`config.mk`:
```
export PLATFORM = sky130hd
export DESIGN_NAME = i2c_bus_recover
export DESIGN_NICKNAME = d
export VERILOG_FILES = /design/src/rtl/i2c_rcv_pkg.sv /design/src/rtl/i2c_rcv_halfper.sv /design/src/rtl/i2c_rcv_watch.sv /design/src/rtl/i2c_rcv_fsm.sv /design/src/rtl/i2c_bus_recover.sv
export SDC_FILE = /design/constraint.sdc
export NUM_CORES = 1
export LEC_CHECK = 0
export ABC_CLOCK_PERIOD_IN_PS = 7200
export BUFFER_PORTS_ARGS = -buffer_cell sky130_fd_sc_hd__buf_2
export CORE_MARGIN = 3
export CORE_UTILIZATION = 64
export DETAILED_ROUTE_END_ITERATION = 16
export PLACE_DENSITY = 0.81
export SKIP_CTS_REPAIR_TIMING = 1
export SLEW_MARGIN = 20
export SYNTH_ARGS = -nofsm -noshare
export SYNTH_HDL_FRONTEND = slang
export SYNTH_SLANG_ARGS = --single-unit
export TNS_END_PERCENT = 30
```
`constraint.sdc`:
```
create_clock -name clk -period 7.2 [get_ports clk]
set_input_delay 1.08 -clock clk [delete_from_list [all_inputs] [get_ports clk]]
set_output_delay 1.08 -clock clk [all_outputs]
set_load 0.02 [all_outputs]
```
`src/rtl/i2c_rcv_pkg.sv`:
```
// Package: shared types for the I2C bus recovery sequencer.
// Assumes: nothing beyond IEEE 1800-2017.
package i2c_rcv_pkg;
    typedef enum logic [1:0] {
        ST_IDLE = 2'd0,
        ST_RUN  = 2'd1,
        ST_DONE = 2'd2
    } rcv_state_t;
endpackage

```
`src/rtl/i2c_rcv_halfper.sv`:
```
// Module: half-period timer. Latches the period on load and issues a tick
// on the last cycle of every phase while run_en is high.
// Assumes: load only arrives while run_en is low.
module i2c_rcv_halfper #(
    parameter int HP_W = 16
) (
    input  logic            clk,
    input  logic            rst_n,
    input  logic            load,
    input  logic [HP_W-1:0] half_period,
    input  logic            run_en,
    output logic            tick
);
    logic [HP_W-1:0] n_lat;
    logic [HP_W-1:0] cnt;

    // Capture the phase length at load, mapping 0 to 1.
    always_ff @(posedge clk) begin
        if (!rst_n)
            n_lat <= HP_W'(1);
        else if (load)
            n_lat <= (half_period == '0) ? HP_W'(1) : half_period;
    end

    // Count cycles inside a phase; wrap on the tick.
    always_ff @(posedge clk) begin
        if (!rst_n || !run_en || tick)
            cnt <= '0;
        else
            cnt <= cnt + 1'b1;
    end

    // Tick on the final cycle of the phase.
    assign tick = run_en && (cnt == n_lat - 1'b1);
endmodule

```
`src/rtl/i2c_rcv_watch.sv`:
```
// Module: stuck-SDA watcher. On a rising enable it counts WATCH_CYCLES edges
// and then issues a one-cycle trigger if SDA is low at the closing edge.
// Assumes: WATCH_CYCLES >= 1.
module i2c_rcv_watch #(
    parameter int WATCH_CYCLES = 250000
) (
    input  logic clk,
    input  logic rst_n,
    input  logic enable,
    input  logic sda_in,
    output logic fire
);
    localparam int WC_W = $clog2(WATCH_CYCLES + 1);
    localparam logic [WC_W-1:0] WLAST = WC_W'(WATCH_CYCLES - 1);

    logic            en_q;
    logic            armed;
    logic [WC_W-1:0] wcnt;

    // Track enable, run the window, and emit the trigger pulse.
    always_ff @(posedge clk) begin
        if (!rst_n) begin
            en_q  <= 1'b0;
            armed <= 1'b0;
            wcnt  <= '0;
            fire  <= 1'b0;
        end else begin
            en_q <= enable;
            fire <= 1'b0;
            if (!enable) begin
                armed <= 1'b0;
            end else if (!en_q) begin
                armed <= 1'b1;
                wcnt  <= '0;
            end else if (armed) begin
                if (wcnt == WLAST) begin
                    armed <= 1'b0;
                    fire  <= ~sda_in;
                end else begin
                    wcnt <= wcnt + 1'b1;
                end
            end
        end
    end
endmodule

```
`src/rtl/i2c_rcv_fsm.sv`:
```
// Module: recovery phase sequencer. Steps through the clock pulses and the
// STOP phases on timer ticks and decodes the open-drain pulls from the phase.
// Assumes: tick is high only on the last cycle of a phase.
module i2c_rcv_fsm
    import i2c_rcv_pkg::*;
#(
    parameter int PULSES = 9
) (
    input  logic clk,
    input  logic rst_n,
    input  logic go,
    input  logic tick,
    input  logic sda_in,
    output logic load,
    output logic run_en,
    output logic scl_pull,
    output logic sda_pull,
    output logic busy,
    output logic done,
    output logic ok
);
    localparam int NPH  = 2 * PULSES + 4;
    localparam int PH_W = $clog2(NPH);
    localparam logic [PH_W-1:0] PH_STOP0 = PH_W'(2 * PULSES);
    localparam logic [PH_W-1:0] PH_STOP1 = PH_W'(2 * PULSES + 1);
    localparam logic [PH_W-1:0] PH_STOP2 = PH_W'(2 * PULSES + 2);
    localparam logic [PH_W-1:0] PH_LAST  = PH_W'(NPH - 1);

    rcv_state_t      state;
    logic [PH_W-1:0] ph;

    assign load   = (state == ST_IDLE) && go;
    assign run_en = (state == ST_RUN);
    assign busy   = (state != ST_IDLE);
    assign done   = (state == ST_DONE);

    // Advance state and phase; sample the verdict at the end.
    always_ff @(posedge clk) begin
        if (!rst_n) begin
            state <= ST_IDLE;
            ph    <= '0;
            ok    <= 1'b0;
        end else begin
            unique case (state)
                ST_IDLE: if (go) begin
                    state <= ST_RUN;
                    ph    <= '0;
                    ok    <= 1'b0;
                end
                ST_RUN: if (tick) begin
                    if (ph == PH_LAST) begin
                        state <= ST_DONE;
                        ok    <= sda_in;
                    end else begin
                        ph <= ph + 1'b1;
                    end
                end
                default: state <= ST_IDLE;
            endcase
        end
    end

    // Decode the line pulls from the current phase.
    always_comb begin
        scl_pull = 1'b0;
        sda_pull = 1'b0;
        if (state == ST_RUN) begin
            if (ph < PH_STOP0) begin
                scl_pull = ~ph[0];
            end else if (ph == PH_STOP0) begin
                scl_pull = 1'b1;
            end else if (ph == PH_STOP1) begin
                scl_pull = 1'b1;
                sda_pull = 1'b1;
            end else if (ph == PH_STOP2) begin
                sda_pull = 1'b1;
            end
        end
    end
endmodule

```
`src/rtl/i2c_bus_recover.sv`:
```
// Module: top of the I2C bus recovery sequencer. Joins the stuck-SDA
// watcher, the half-period timer and the phase sequencer.
// Assumes: sda_in is already synchronised to clk.
module i2c_bus_recover #(
    parameter int HP_W         = 16,
    parameter int PULSES       = 9,
    parameter int WATCH_CYCLES = 250000
) (
    input  logic            clk,
    input  logic            rst_n,
    input  logic            enable,
    input  logic            start,
    input  logic [HP_W-1:0] half_period,
    input  logic            sda_in,
    output logic            scl_pull,
    output logic            sda_pull,
    output logic            busy,
    output logic            done,
    output logic            ok
);
    logic auto_go;
    logic load;
    logic run_en;
    logic tick;

    i2c_rcv_watch #(.WATCH_CYCLES(WATCH_CYCLES)) u_watch (
        .clk    (clk),
        .rst_n  (rst_n),
        .enable (enable),
        .sda_in (sda_in),
        .fire   (auto_go)
    );

    i2c_rcv_halfper #(.HP_W(HP_W)) u_timer (
        .clk         (clk),
        .rst_n       (rst_n),
        .load        (load),
        .half_period (half_period),
        .run_en      (run_en),
        .tick        (tick)
    );

    i2c_rcv_fsm #(.PULSES(PULSES)) u_fsm (
        .clk      (clk),
        .rst_n    (rst_n),
        .go       (start | auto_go),
        .tick     (tick),
        .sda_in   (sda_in),
        .load     (load),
        .run_en   (run_en),
        .scl_pull (scl_pull),
        .sda_pull (sda_pull),
        .busy     (busy),
        .done     (done),
        .ok       (ok)
    );
endmodule

```
==> results_tabular.tex, run 1 <==
\begin{tabular}{lr}
\hline
Metric & Value \\
\hline
\multicolumn{2}{l}{\textbf{Synthesis}} \\
\quad Post-Synthesis Mean Instance Area & 8.61 sq um \\
\quad Net count after synthesis & 414 \\
\quad Count of flip-flops with a built-in enable after synthesis & 0 \\
\quad Post-Syn Instances & 386 \\
\quad Prevailing post-synth register cell & sky130\_fd\_sc\_hd\_\_dfxtp\_1 \\
\quad Mux cell area share after synthesis & 0.0151 \\
\quad Dominant combinational cell family by area after synthesis & simple AND/OR/NAND/NOR gates \\
\quad Share of the synthesized area in compound gates (AO/OA/AOI/OAI) & 0.121 \\
\quad Adder-cell share of the synthesized area & 0.0264 \\
\quad Simple-gate portion of the synthesized area & 0.302 \\
\quad Parity-gate share of the synthesized area counting xor and xnor cells & 0.127 \\
\quad FFs w/ async S/R, synth & 0 \\
\quad Count of cell types in the netlist & 60 \\
\quad Yosys warnings & 0 \\
\quad Synth Cell Area & 0.00332 sq mm \\
\quad Sequential fraction of the synthesis area & 0.367 \\
\quad Number of register bits inferred by synthesis & 61 \\
\multicolumn{2}{l}{\textbf{Pwr}} \\
\quad Leakage power total & about 0.0014 uW \\
\quad Net switching power & 205 uW \\
\quad Pwr/cell area & 213 mW/mm\^{}2 \\
\quad Switching share of power & 0.263 \\
\quad Post-layout total power & between 700 and 800 uW \\
\quad Max IR drop VDD & 0.178 mV \\
\quad Share of power burned in registers & 0.461 \\
\quad Cell Int Power & 574 uW \\
\quad Combinational cell fraction of total power & 0.128 \\
\quad Power share of the clock group & 0.411 \\
\multicolumn{2}{l}{\textbf{Worst setup path}} \\
\quad Master of the slowest instance on the critical path & sky130\_fd\_sc\_hd\_\_or2\_1 \\
\quad Minimum setup slack among reg-to-reg paths & roughly 4.1 ns \\
\quad Data required, critical path & roughly 7.4 ns \\
\quad Highest cell delay on the worst timing path & approximately 0.52 ns \\
\quad Critical Path End Type & register \\
\quad Data arrival, critical path & 3.36 ns \\
\quad CP Launch Point & u\_timer.n\_lat[0] \\
\quad Reg2reg start & u\_timer.n\_lat[0] \\
\quad Sort of element at the start of the critical path & register \\
\quad CP Class & reg -> reg \\
\quad Largest fanout of any net on the critical path & 16 \\
\quad Worst-path cell chain & inv\_1, ha\_1, or3b\_2, nor4b\_1, nand3b\_1, nand4\_1, nor4\_4, or2\_1, nor2\_1 \\
\multicolumn{2}{l}{\textbf{Placement}} \\
\quad Post-placement cell count & 461 \\
\quad Placed wire-length estimate & between 4000 and 5000 um \\
\quad Number of buffers added on ports & 25 \\
\quad Final GP Congestion & 0.866 \\
\multicolumn{2}{l}{\textbf{Die}} \\
\quad Initial core utilization & 0.681 \\
\quad Width of the die & 78.1 um \\
\quad Vertical extent of the die & 78.1 um \\
\quad Total die area & 0.00609 sq mm \\
\quad Top-level I/O count & 26 \\
\quad FP Rows & 25 \\
\quad Core footprint & 0.00488 sq mm \\
\multicolumn{2}{l}{\textbf{Clock network}} \\
\quad Level count of the clock H-tree & 3 \\
\quad Maximum count of clock buffers along a single path & 2 \\
\quad Number of clock sinks & 61 \\
\quad Clock tree from TritonCTS & done \\
\quad Clock root cell & sky130\_fd\_sc\_hd\_\_clkbuf\_8 \\
\quad Insertion delay of the later-clocked pin in the worst-skew pair & 0.35 ns \\
\quad Num CTS Buffers & 9 \\
\quad Clock transition at the register clock pins on the worst setup and hold paths after CTS & 0.07 ns \\
\multicolumn{2}{l}{\textbf{Detailed routing}} \\
\quad Remaining antenna violation count & 0 \\
\quad Routed vias & 2834 \\
\quad Iteration-0 DRC Markers & 154 \\
\quad Routed via count divided by cell count & around 5.9 \\
\quad Routed wire length per instance & 14.6 um \\
\quad Number of remaining DRC errors & 0 \\
\quad Drt first pass iters & 5 \\
\quad Overall routed net length & roughly 7000 um \\
\multicolumn{2}{l}{\textbf{Final layout}} \\
\quad Nets & 433 \\
\quad Area Growth Syn to Fin & 10.0\% \\
\quad Most frequent cells in the layout & 61 x sky130\_fd\_sc\_hd\_\_dfxtp\_1, 45 x sky130\_fd\_sc\_hd\_\_nor2\_1, 26 x sky130\_fd\_sc\_hd\_\_xnor2\_1 \\
\quad Count of placed standard cells in the final layout, fillers left out & 477 \\
\quad Number of antenna cells inserted & 0 \\
\quad Layout cells sized above 1 & 0.120 \\
\quad Leading cell type in the layout, fill and taps excluded & sky130\_fd\_sc\_hd\_\_dfxtp\_1 \\
\multicolumn{2}{l}{\textbf{Timing}} \\
\quad Min Clock Period, post-route & 3.14 ns \\
\quad RSZ-0062 raised after global routing & false \\
\quad Transition time of the tightest slew-check pin & a little over 1 ns \\
\quad Final period util & 0.436 \\
\quad Count of endpoints failing setup in the final report & 0 \\
\quad Final setup skew & 0.00890 ns \\
\quad Final-report max-slew violation count & 0 \\
\quad Setup total negative slack & 0 ns \\
\quad Final hold vios & 0 \\
\quad FMAX & between 0.3 and 0.4 GHz \\
\quad Worst slew margin relative to its limit & 0.306 \\
\multicolumn{2}{l}{\textbf{GRT}} \\
\quad Maximum number of pins on one net before global-route repair & 21 \\
\quad Vias in the first global route & about 2600 \\
\quad Antenna violations before repair & 0 \\
\quad Global-route wire length before repair & 12000 um \\
\quad Overall track demand over capacity in global routing & 0.245 \\
\quad Sum of overflow across all layers after global routing & 0 \\
\multicolumn{2}{l}{\textbf{Min path}} \\
\quad Hold path startpoint & u\_watch.armed \\
\quad Hold crit path type & reg -> reg \\
\multicolumn{2}{l}{\textbf{Run status}} \\
\quad Result of the run & finished clean \\
\multicolumn{2}{l}{\textbf{Run}} \\
\quad Max-Cap Viols & 0 \\
\hline
\end{tabular}
==> through the flow <==
step | hold WS (ns) | setup WS, ns | cell area [sq um] | utilization
detailed placement | 0.461 | 4.08 | 3440 | 0.706
global route | 0.503 | 3.82 | 3660 | 0.749
CTS | 0.475 | 4.07 | 3650 | 0.749
floorplan | 0.436 | 4.44 | 3320 | -
finish | 0.472 | 4.06 | 3660 | 0.749
global placement | 0.457 | 4.21 | 3440 | 0.706
==> final cells by class <==
class	count	area, sq um
Inverter	13	48.8
Sequential cell	61	1220
Clock inverter	3	42.5
Timing Repair Buffer	25	125
Fill cell	380	1220
Tap cell	67	83.8
Multi-Input combinational cell	295	1970
Clock buffer	13	169
==> cell families (layout without fill, tap and decap cells) <==
group / Yosys count / after routing
simple gates: 183 / 183
flops: 61 / 61
compound gates: 52 / 52
xor+xnor: 48 / 48
buf+inv: 30 / 54
fa+ha+maj: 7 / 7
mux: 5 / 5
==> synthesized netlist by cell type, drive strengths merged (3+ instances only) <==
master,n,area (sq um)
or4,3,26.3
a21oi,9,48.8
inv,13,48.8
o21a,3,22.5
nand2,24,90.1
o21ai,6,30.0
and2,3,18.8
or3,4,25.0
clkbuf,10,37.5
mux2i,5,50.1
and3,11,68.8
a2111oi,3,26.3
nand4,12,75.1
a31oi,3,18.8
nor2b,10,62.6
buf,7,51.3
ha,7,87.6
nor4b,5,43.8
xor2,22,193
nor4,13,103
dfxtp,61,1220
xnor2,26,228
nand3b,4,30.0
nor3,15,75.1
a22o,9,78.8
nor2,45,169
a21o,4,30.0
nand3,20,100
==> path summary, 6_finish.rpt <==
kind	to	cells after the start
hold / removal	u_watch.fire	2
setup / recovery	u_timer.cnt[10]	9
setup reg to reg	u_timer.cnt[10]	9
hold reg to reg	u_watch.fire	2
==> sequential cells by signal, summed over array words and instances (netlist names) <==
name / cells
u_timer.n_lat: 16
u_timer.cnt: 16
u_watch.wcnt: 18
u_fsm.ok: 1
u_watch.en_q: 1
u_fsm.ph: 5
u_watch.fire: 1
u_watch.armed: 1
u_fsm.state: 2
==> power by group through the flow <==
stage | sequential, uW | clock (uW) | combinational (uW)
after floorplan | 361 | 0 | 80.6
after global placement | 366 | 0 | 96.0
after detailed placement | 366 | 0 | 97.4
after CTS | 359 | 328 | 98.7
after global routing | 361 | 342 | 110
final | 359 | 320 | 99.6
==> layer usage <==
layer	wire [um]	share of wire	track usage
met5	0	0	0
met4	129	0.019	0.0944
met3	372	0.053	0.0631
met2	3300	0.47	0.404
met1	3160	0.45	0.307
==> worst max-delay path, delay by kind of cell, from the launching register on <==
| kind | cells | cell delay, ns |
|---|---|---|
| fa+ha+maj | 1 | 0.35 |
| simple gates | 7 | 2.19 |
| flops | 1 | 0.37 |
| buf+inv | 1 | 0.11 |
Power figures use the tool's default switching activity.
==> run 2, diff against run 1 <==
- ABC_CLOCK_PERIOD_IN_PS: 7200 -> 3130
- CORE_UTILIZATION: 64 -> 60
- PLACE_DENSITY: 0.81 -> 0.77
- clock period: 7.2 -> 3.13 ns (I/O delays scaled with it)
==> run 2 against run 1 <==
Clock skew decreased by 0.0034 ns. Die area up 6.1%. Final area rose by 2.9%. Final cell count rose by 1.9%. Largest power group is now the clock network.
==> results_tabular.tex, run 2 (same netlist as run 1, synthesis figures left out) <==
\begin{tabular}{lr}
\hline
Metric & Value \\
\hline
\multicolumn{2}{l}{\textbf{Detailed routing}} \\
\quad Iteration-0 DRC Markers & 112 (-27\%) \\
\quad Drt first pass iters & 4 (-1) \\
\quad Number of remaining DRC errors & 0 (unchanged) \\
\quad Routed wire length per instance & 15.1 um (+3.4\%) \\
\quad Routed vias & 2852 (+0.64\%) \\
\quad Routed via count divided by cell count & 5.87 (-1.2\%) \\
\quad Overall routed net length & 7340 um (+5.4\%) \\
\quad Remaining antenna violation count & 0 (unchanged) \\
\multicolumn{2}{l}{\textbf{Die}} \\
\quad Total die area & 0.00647 sq mm (+6.1\%) \\
\quad Top-level I/O count & 26 (unchanged) \\
\quad Core footprint & 0.00524 sq mm (+7.3\%) \\
\quad Vertical extent of the die & 80.4 um (+3.0\%) \\
\quad Width of the die & 80.4 um (+3.0\%) \\
\quad Initial core utilization & 0.634 (-0.0465) \\
\quad FP Rows & 26 (+4.0\%) \\
\multicolumn{2}{l}{\textbf{Final layout}} \\
\quad Count of placed standard cells in the final layout, fillers left out & 486 (+1.9\%) \\
\quad Number of antenna cells inserted & 0 (unchanged) \\
\quad Layout cells sized above 1 & 0.139 (+0.0199) \\
\quad Registers with the most flip-flops & u\_watch.wcnt (18), u\_timer.cnt (16), u\_timer.n\_lat (16) \\
\quad Post-layout instance area & 0.00376 sq mm (+2.9\%) \\
\quad Count of filler cells inserted in the layout & 420 (+11\%) \\
\quad Register name with the most flops & u\_watch.wcnt \\
\quad Area Growth Syn to Fin & 13.3\% \\
\quad Nets & 439 (+1.4\%) \\
\quad Max FFs per register & 18 (unchanged) \\
\quad Most frequent cells in the layout & 61 x sky130\_fd\_sc\_hd\_\_dfxtp\_1, 45 x sky130\_fd\_sc\_hd\_\_nor2\_1, 26 x sky130\_fd\_sc\_hd\_\_xnor2\_1 \\
\quad Leading cell type in the layout, fill and taps excluded & sky130\_fd\_sc\_hd\_\_dfxtp\_1 \\
\multicolumn{2}{l}{\textbf{Pwr}} \\
\quad Leakage power total & 0.00141 uW (+4.0\%) \\
\quad Max IR drop VDD & 0.309 mV (+74\%) \\
\quad Pwr/cell area & 531 mW/mm\^{}2 (+150\%) \\
\multicolumn{2}{l}{\textbf{GRT}} \\
\quad Sum of overflow across all layers after global routing & 0 (unchanged) \\
\quad Maximum number of pins on one net before global-route repair & 21 (unchanged) \\
\quad Overall track demand over capacity in global routing & 0.241 (-0.00424) \\
\quad Global-route wire length before repair & 12100 um (+0.81\%) \\
\quad Antenna violations before repair & 0 (unchanged) \\
\quad Vias in the first global route & 2715 (+3.6\%) \\
\multicolumn{2}{l}{\textbf{Timing}} \\
\quad Final setup skew & 0.00554 ns (-0.00336 ns) \\
\quad Min Clock Period, post-route & 2.97 ns (-0.169 ns) \\
\quad Final hold vios & 0 (unchanged) \\
\quad Final period util & 0.950 (+0.513) \\
\quad Transition time of the tightest slew-check pin & 0.959 ns (-0.0807 ns) \\
\quad FMAX & 0.336 GHz (+5.7\%) \\
\quad Final-report max-slew violation count & 0 (unchanged) \\
\quad Worst slew margin relative to its limit & 0.359 (+0.0536) \\
\quad Count of endpoints failing setup in the final report & 0 (unchanged) \\
\multicolumn{2}{l}{\textbf{Clock network}} \\
\quad Num CTS Buffers & 9 (unchanged) \\
\quad Maximum count of clock buffers along a single path & 2 (unchanged) \\
\quad Clock tree from TritonCTS & done \\
\quad Clock transition at the register clock pins on the worst setup and hold paths after CTS & 0.07 ns (about the same) \\
\quad Clock root cell & sky130\_fd\_sc\_hd\_\_clkbuf\_8 \\
\quad Number of clock sinks & 61 (unchanged) \\
\quad Level count of the clock H-tree & 3 (unchanged) \\
\quad Insertion delay of the later-clocked pin in the worst-skew pair & 0.35 ns (about the same) \\
\multicolumn{2}{l}{\textbf{Worst setup path}} \\
\quad Buffers \& Inverters on Critical Path & 2 (+1) \\
\quad Critical Path End Type & register \\
\quad Reg2reg start & u\_timer.n\_lat[0] \\
\quad Reg-to-reg endpoint & u\_fsm.ph[4] \\
\quad Minimum setup slack among reg-to-reg paths & 0.16 ns (-3.90 ns) \\
\quad Number of cell instances on the worst register-to-register path & 10 (+1) \\
\quad Sort of element at the start of the critical path & register \\
\quad Data arrival, critical path & 3.22 ns (-0.14 ns) \\
\quad Largest fanout of any net on the critical path & 9 (-7) \\
\quad CP Class & reg -> reg \\
\quad Master of the slowest instance on the critical path & sky130\_fd\_sc\_hd\_\_or3b\_2 \\
\quad Category of cells accounting for the largest share of critical-path delay & simple AND/OR/NAND/NOR gates \\
\quad CP Launch Point & u\_timer.n\_lat[0] \\
\quad Highest cell delay on the worst timing path & 0.49 ns (-0.03 ns) \\
\quad Data required, critical path & 3.37 ns (-4.04 ns) \\
\quad Worst-path cell chain & inv\_1, ha\_2, or3b\_2, nor4b\_1, nand3b\_1, nand4\_1, o41ai\_4, buf\_4, a31oi\_1, a41o\_1 \\
\multicolumn{2}{l}{\textbf{Min path}} \\
\quad Hold crit path type & in -> reg \\
\quad Min-Delay Endpoint & u\_watch.fire \\
\quad Hold path startpoint & sda\_in \\
\quad Cells on Worst Hold Path & 2 (unchanged) \\
\multicolumn{2}{l}{\textbf{Placement}} \\
\quad Number of buffers added on ports & 25 (unchanged) \\
\quad DP Area & 0.00348 sq mm (+1.2\%) \\
\quad Final GP Congestion & 0.897 (+3.6\%) \\
\quad Post-placement cell count & 469 (+1.7\%) \\
\quad Placed wire-length estimate & 5240 um (+5.0\%) \\
\multicolumn{2}{l}{\textbf{Run status}} \\
\quad Result of the run & finished clean \\
\multicolumn{2}{l}{\textbf{Run}} \\
\quad Max-Cap Viols & 0 (unchanged) \\
\hline
\end{tabular}
[run 2: worst max path at each step]
stage | end | slack [ns] | depth (start not counted)
6_report | u_fsm.ph[4] | 0.16 | 10
5_1_grt | u_fsm.ph[4] | -0.03 | 10
4_1_cts | u_fsm.ph[4] | 0.07 | 9
3_5_place_dp | u_fsm.ph[4] | 0.13 | 9
3_3_place_gp | u_fsm.ph[4] | 0.34 | 9
2_1_floorplan | u_fsm.ok | 0.41 | 11
[run 2: per-stage QoR]
stage | hold slack (ns) | power (uW) | util | TNS, ns | worst slack [ns]
2_1_floorplan | 0.436 | 1020 | - | 0 | 0.407
3_3_place_gp | 0.455 | 1070 | 0.665 | 0 | 0.341
3_5_place_dp | 0.460 | 1080 | 0.665 | 0 | 0.133
4_1_cts | 0.280 | 2010 | 0.715 | 0 | 0.0674
5_1_grt | 0.282 | 2080 | 0.719 | -0.0372 | -0.0327
6_report | 0.291 | 2000 | 0.719 | 0 | 0.157
[run 2: metal layers]
| metal | wire length, um | GRT usage | vias to the layer above | part of all wire |
|---|---|---|---|---|
| met5 | 0 | 0 | - | 0 |
| met4 | 102 | 0.108 | 0 | 0.014 |
| met3 | 422 | 0.0628 | 12 | 0.057 |
| met2 | 3390 | 0.383 | 75 | 0.46 |
| met1 | 3420 | 0.304 | 1336 | 0.47 |
| li1 | - | - | 1429 | - |
[run 2: power breakdown]
group          total [uW]  internal (uW)  switching (uW)  leakage, uW
Clock                 923            606             317     0.000129
Sequential            826            796            30.4     0.000495
Combinational         250            105             145     0.000787
Total                2000           1510             492      0.00141
[run 2: layout make-up]
class / count / area (sq um) / share of cell area
Clock buffer: 9 / 124 / 0.0329
Tap cell: 70 / 87.6 / 0.0233
Inverter: 13 / 48.8 / 0.0130
Timing Repair Buffer: 31 / 170 / 0.0452
Sequential cell: 61 / 1220 / 0.324
Multi-Input combinational cell: 295 / 1970 / 0.525
Clock inverter: 7 / 138 / 0.0366
==> run 3, diff against run 2 <==
- CELL_PAD_IN_SITES_DETAIL_PLACEMENT: not set -> 1
- CELL_PAD_IN_SITES_GLOBAL_PLACEMENT: not set -> 2
- CORE_UTILIZATION: 60 -> 37
==> run 3 against run 2 <==
Clock power fell by 30%. Final area fell by 0.70%. Wire length rose by 17%. First-iteration DRC count rose by 7.1%. Core utilization fell by 28 points. Hold slack improved by 0.0026 ns. Critical path depth did not move. Clock-buffer cell count rose by 3. Setup slack improved by 0.10 ns. Total power fell by 14%. Fmax rose by 3.6%. Critical endpoint unchanged. Largest cell class unchanged.
==> results_tabular.tex, run 3 (same netlist as run 1, synthesis figures left out) <==
\begin{tabular}{lr}
\hline
Metric & Value \\
\hline
\multicolumn{2}{l}{\textbf{Run status}} \\
\quad Result of the run & finished clean \\
\multicolumn{2}{l}{\textbf{Final layout}} \\
\quad Max FFs per register & 18 (unchanged) \\
\quad Register name with the most flops & u\_watch.wcnt \\
\quad Most frequent cells in the layout & 61 x sky130\_fd\_sc\_hd\_\_dfxtp\_1, 45 x sky130\_fd\_sc\_hd\_\_nor2\_1, 26 x sky130\_fd\_sc\_hd\_\_xnor2\_1 \\
\quad Layout cells sized above 1 & 0.141 (+0.00173) \\
\quad Leading cell type in the layout, fill and taps excluded & sky130\_fd\_sc\_hd\_\_dfxtp\_1 \\
\quad Registers with the most flip-flops & u\_watch.wcnt (18), u\_timer.cnt (16), u\_timer.n\_lat (16) \\
\quad Area Growth Syn to Fin & 12.5\% \\
\quad Number of antenna cells inserted & 0 (unchanged) \\
\quad Nets & 441 (+0.46\%) \\
\multicolumn{2}{l}{\textbf{Min path}} \\
\quad Cells on Worst Hold Path & 2 (unchanged) \\
\quad Hold path startpoint & sda\_in \\
\quad Hold crit path type & in -> reg \\
\quad Min-Delay Endpoint & u\_watch.fire \\
\multicolumn{2}{l}{\textbf{Clock network}} \\
\quad Number of clock sinks & 61 (unchanged) \\
\quad Clock transition at the register clock pins on the worst setup and hold paths after CTS & 0.07 ns (about the same) \\
\quad Clock root cell & sky130\_fd\_sc\_hd\_\_clkbuf\_8 \\
\quad Clock tree from TritonCTS & done \\
\quad Maximum count of clock buffers along a single path & 2 (unchanged) \\
\quad Level count of the clock H-tree & 3 (unchanged) \\
\quad Insertion delay of the later-clocked pin in the worst-skew pair & 0.34 ns (about the same) \\
\quad Num CTS Buffers & 9 (unchanged) \\
\multicolumn{2}{l}{\textbf{GRT}} \\
\quad Vias in the first global route & 2891 (+6.5\%) \\
\quad Sum of overflow across all layers after global routing & 0 (unchanged) \\
\quad Maximum number of pins on one net before global-route repair & 21 (unchanged) \\
\quad Overall track demand over capacity in global routing & 0.180 (-0.0605) \\
\quad Antenna violations before repair & 0 (unchanged) \\
\quad Global-route wire length before repair & 14500 um (+20\%) \\
\multicolumn{2}{l}{\textbf{Die}} \\
\quad Top-level I/O count & 26 (unchanged) \\
\quad Total die area & 0.0102 sq mm (+57\%) \\
\quad Width of the die & 101 um (+25\%) \\
\quad FP Rows & 33 (+27\%) \\
\quad Initial core utilization & 0.393 (-0.242) \\
\quad Core footprint & 0.00846 sq mm (+62\%) \\
\quad Vertical extent of the die & 101 um (+25\%) \\
\multicolumn{2}{l}{\textbf{Worst setup path}} \\
\quad Critical Path End Type & register \\
\quad Sort of element at the start of the critical path & register \\
\quad Reg-to-reg endpoint & u\_fsm.ph[4] \\
\quad Data arrival, critical path & 3.11 ns (-0.11 ns) \\
\quad Reg2reg start & u\_timer.n\_lat[0] \\
\quad Data required, critical path & 3.37 ns (about the same) \\
\quad Number of cell instances on the worst register-to-register path & 10 (unchanged) \\
\quad Minimum setup slack among reg-to-reg paths & 0.26 ns (+0.10 ns) \\
\quad Largest fanout of any net on the critical path & 9 (unchanged) \\
\quad CP Class & reg -> reg \\
\multicolumn{2}{l}{\textbf{Timing}} \\
\quad Final-report max-slew violation count & 0 (unchanged) \\
\quad Min Clock Period, post-route & 2.87 ns (-0.104 ns) \\
\quad Setup total negative slack & 0 ns (unchanged) \\
\quad Count of endpoints failing setup in the final report & 0 (unchanged) \\
\quad Final hold vios & 0 (unchanged) \\
\quad Transition time of the tightest slew-check pin & 0.608 ns (-0.351 ns) \\
\quad Final period util & 0.917 (-0.0334) \\
\quad RSZ-0062 raised after global routing & false \\
\quad Hold slack & 0.293 ns (+0.00264 ns) \\
\quad FMAX & 0.349 GHz (+3.6\%) \\
\quad Worst slew margin relative to its limit & 0.591 (+0.232) \\
\quad Final setup skew & 0.0116 ns (+0.00604 ns) \\
\multicolumn{2}{l}{\textbf{Pwr}} \\
\quad Max IR drop VDD & 0.207 mV (-33\%) \\
\quad Pwr/cell area & 461 mW/mm\^{}2 (-13\%) \\
\quad Leakage power total & 0.00138 uW (-1.9\%) \\
\multicolumn{2}{l}{\textbf{Detailed routing}} \\
\quad Routed wire length per instance & 16.5 um (+9.1\%) \\
\quad Routed via count divided by cell count & 5.43 (-7.4\%) \\
\quad Drt first pass iters & 4 (unchanged) \\
\quad Routed vias & 2842 (-0.35\%) \\
\quad Number of remaining DRC errors & 0 (unchanged) \\
\quad Iteration-0 DRC Markers & 120 (+7.1\%) \\
\quad Overall routed net length & 8620 um (+17\%) \\
\quad Remaining antenna violation count & 0 (unchanged) \\
\multicolumn{2}{l}{\textbf{Placement}} \\
\quad Placed wire-length estimate & 6390 um (+22\%) \\
\quad Number of buffers added on ports & 25 (unchanged) \\
\quad Final GP Congestion & 0.772 (-14\%) \\
\multicolumn{2}{l}{\textbf{Run}} \\
\quad Max-Cap Viols & 0 (unchanged) \\
\hline
\end{tabular}
run 3: changes by cell type in the layout (fill, tap and decap cells not counted):
| cell | delta |
|---|---|
| sky130_fd_sc_hd__bufinv_16 | -4 |
| sky130_fd_sc_hd__clkbuf_1 | +1 |
| sky130_fd_sc_hd__a2111oi_1 | -1 |
| sky130_fd_sc_hd__a2111oi_0 | +1 |
| sky130_fd_sc_hd__clkinv_2 | +1 |
| sky130_fd_sc_hd__buf_4 | +2 |
| sky130_fd_sc_hd__clkbuf_8 | +2 |
run 3: per-layer routing:
layer	global-route usage	vias up	wire, um
met2	0.279	36	3870
met4	0.0663	0	78
met3	0.0394	4	293
met1	0.245	1375	4380
li1	-	1427	-
met5	0	-	0
run 3: worst max path at each step:
stage                     startpoint     endpoint  slack, ns
CTS                 u_timer.n_lat[0]  u_fsm.ph[4]       0.08
detailed placement  u_timer.n_lat[0]  u_fsm.ph[4]       0.10
global route        u_timer.n_lat[0]  u_fsm.ph[4]       0.07
floorplan           u_timer.n_lat[0]     u_fsm.ok       0.41
finish              u_timer.n_lat[0]  u_fsm.ph[4]       0.26
global placement    u_timer.n_lat[0]  u_fsm.ph[4]       0.26
run 3: cell type report:
type / count / area (sq um)
Sequential cell: 61 / 1220
Tap cell: 105 / 131
Clock buffer: 12 / 155
Inverter: 13 / 48.8
Clock inverter: 4 / 22.5
Fill cell: 1010 / 4730
Timing Repair Buffer: 33 / 185
Multi-Input combinational cell: 295 / 1970
run 3: where the power goes:
part	total, uW	switching (uW)	leakage, uW	internal [uW]
sequential	828	32.4	0.000495	796
clock	646	319	0.0000921	327
combinational	250	145	0.000797	105
total	1720	496	0.00138	1230
run 3: per-stage QoR:
step | total power [uW] | setup WS, ns | cells | util | area (sq um)
3_5_place_dp | 1090 | 0.105 | 506 | 0.419 | 3540
6_report | 1720 | 0.261 | 523 | 0.442 | 3740
3_3_place_gp | 1090 | 0.259 | 506 | 0.419 | 3540
4_1_cts | 1750 | 0.0783 | 522 | 0.440 | 3720
5_1_grt | 1820 | 0.0705 | 523 | 0.442 | 3740
2_1_floorplan | 1020 | 0.407 | 386 | - | 3320
run 3: critical path, cell delays in order, from the launching register on:
cell and delay (ns):
sky130_fd_sc_hd__dfxtp_1 0.40, sky130_fd_sc_hd__inv_1 0.12, sky130_fd_sc_hd__ha_2 0.29, sky130_fd_sc_hd__or3b_2 0.48
sky130_fd_sc_hd__nor4b_1 0.26, sky130_fd_sc_hd__nand3b_1 0.16, sky130_fd_sc_hd__nand4_1 0.22, sky130_fd_sc_hd__o41ai_4 0.33
sky130_fd_sc_hd__buf_4 0.19, sky130_fd_sc_hd__a31oi_1 0.09, sky130_fd_sc_hd__a41o_1 0.24
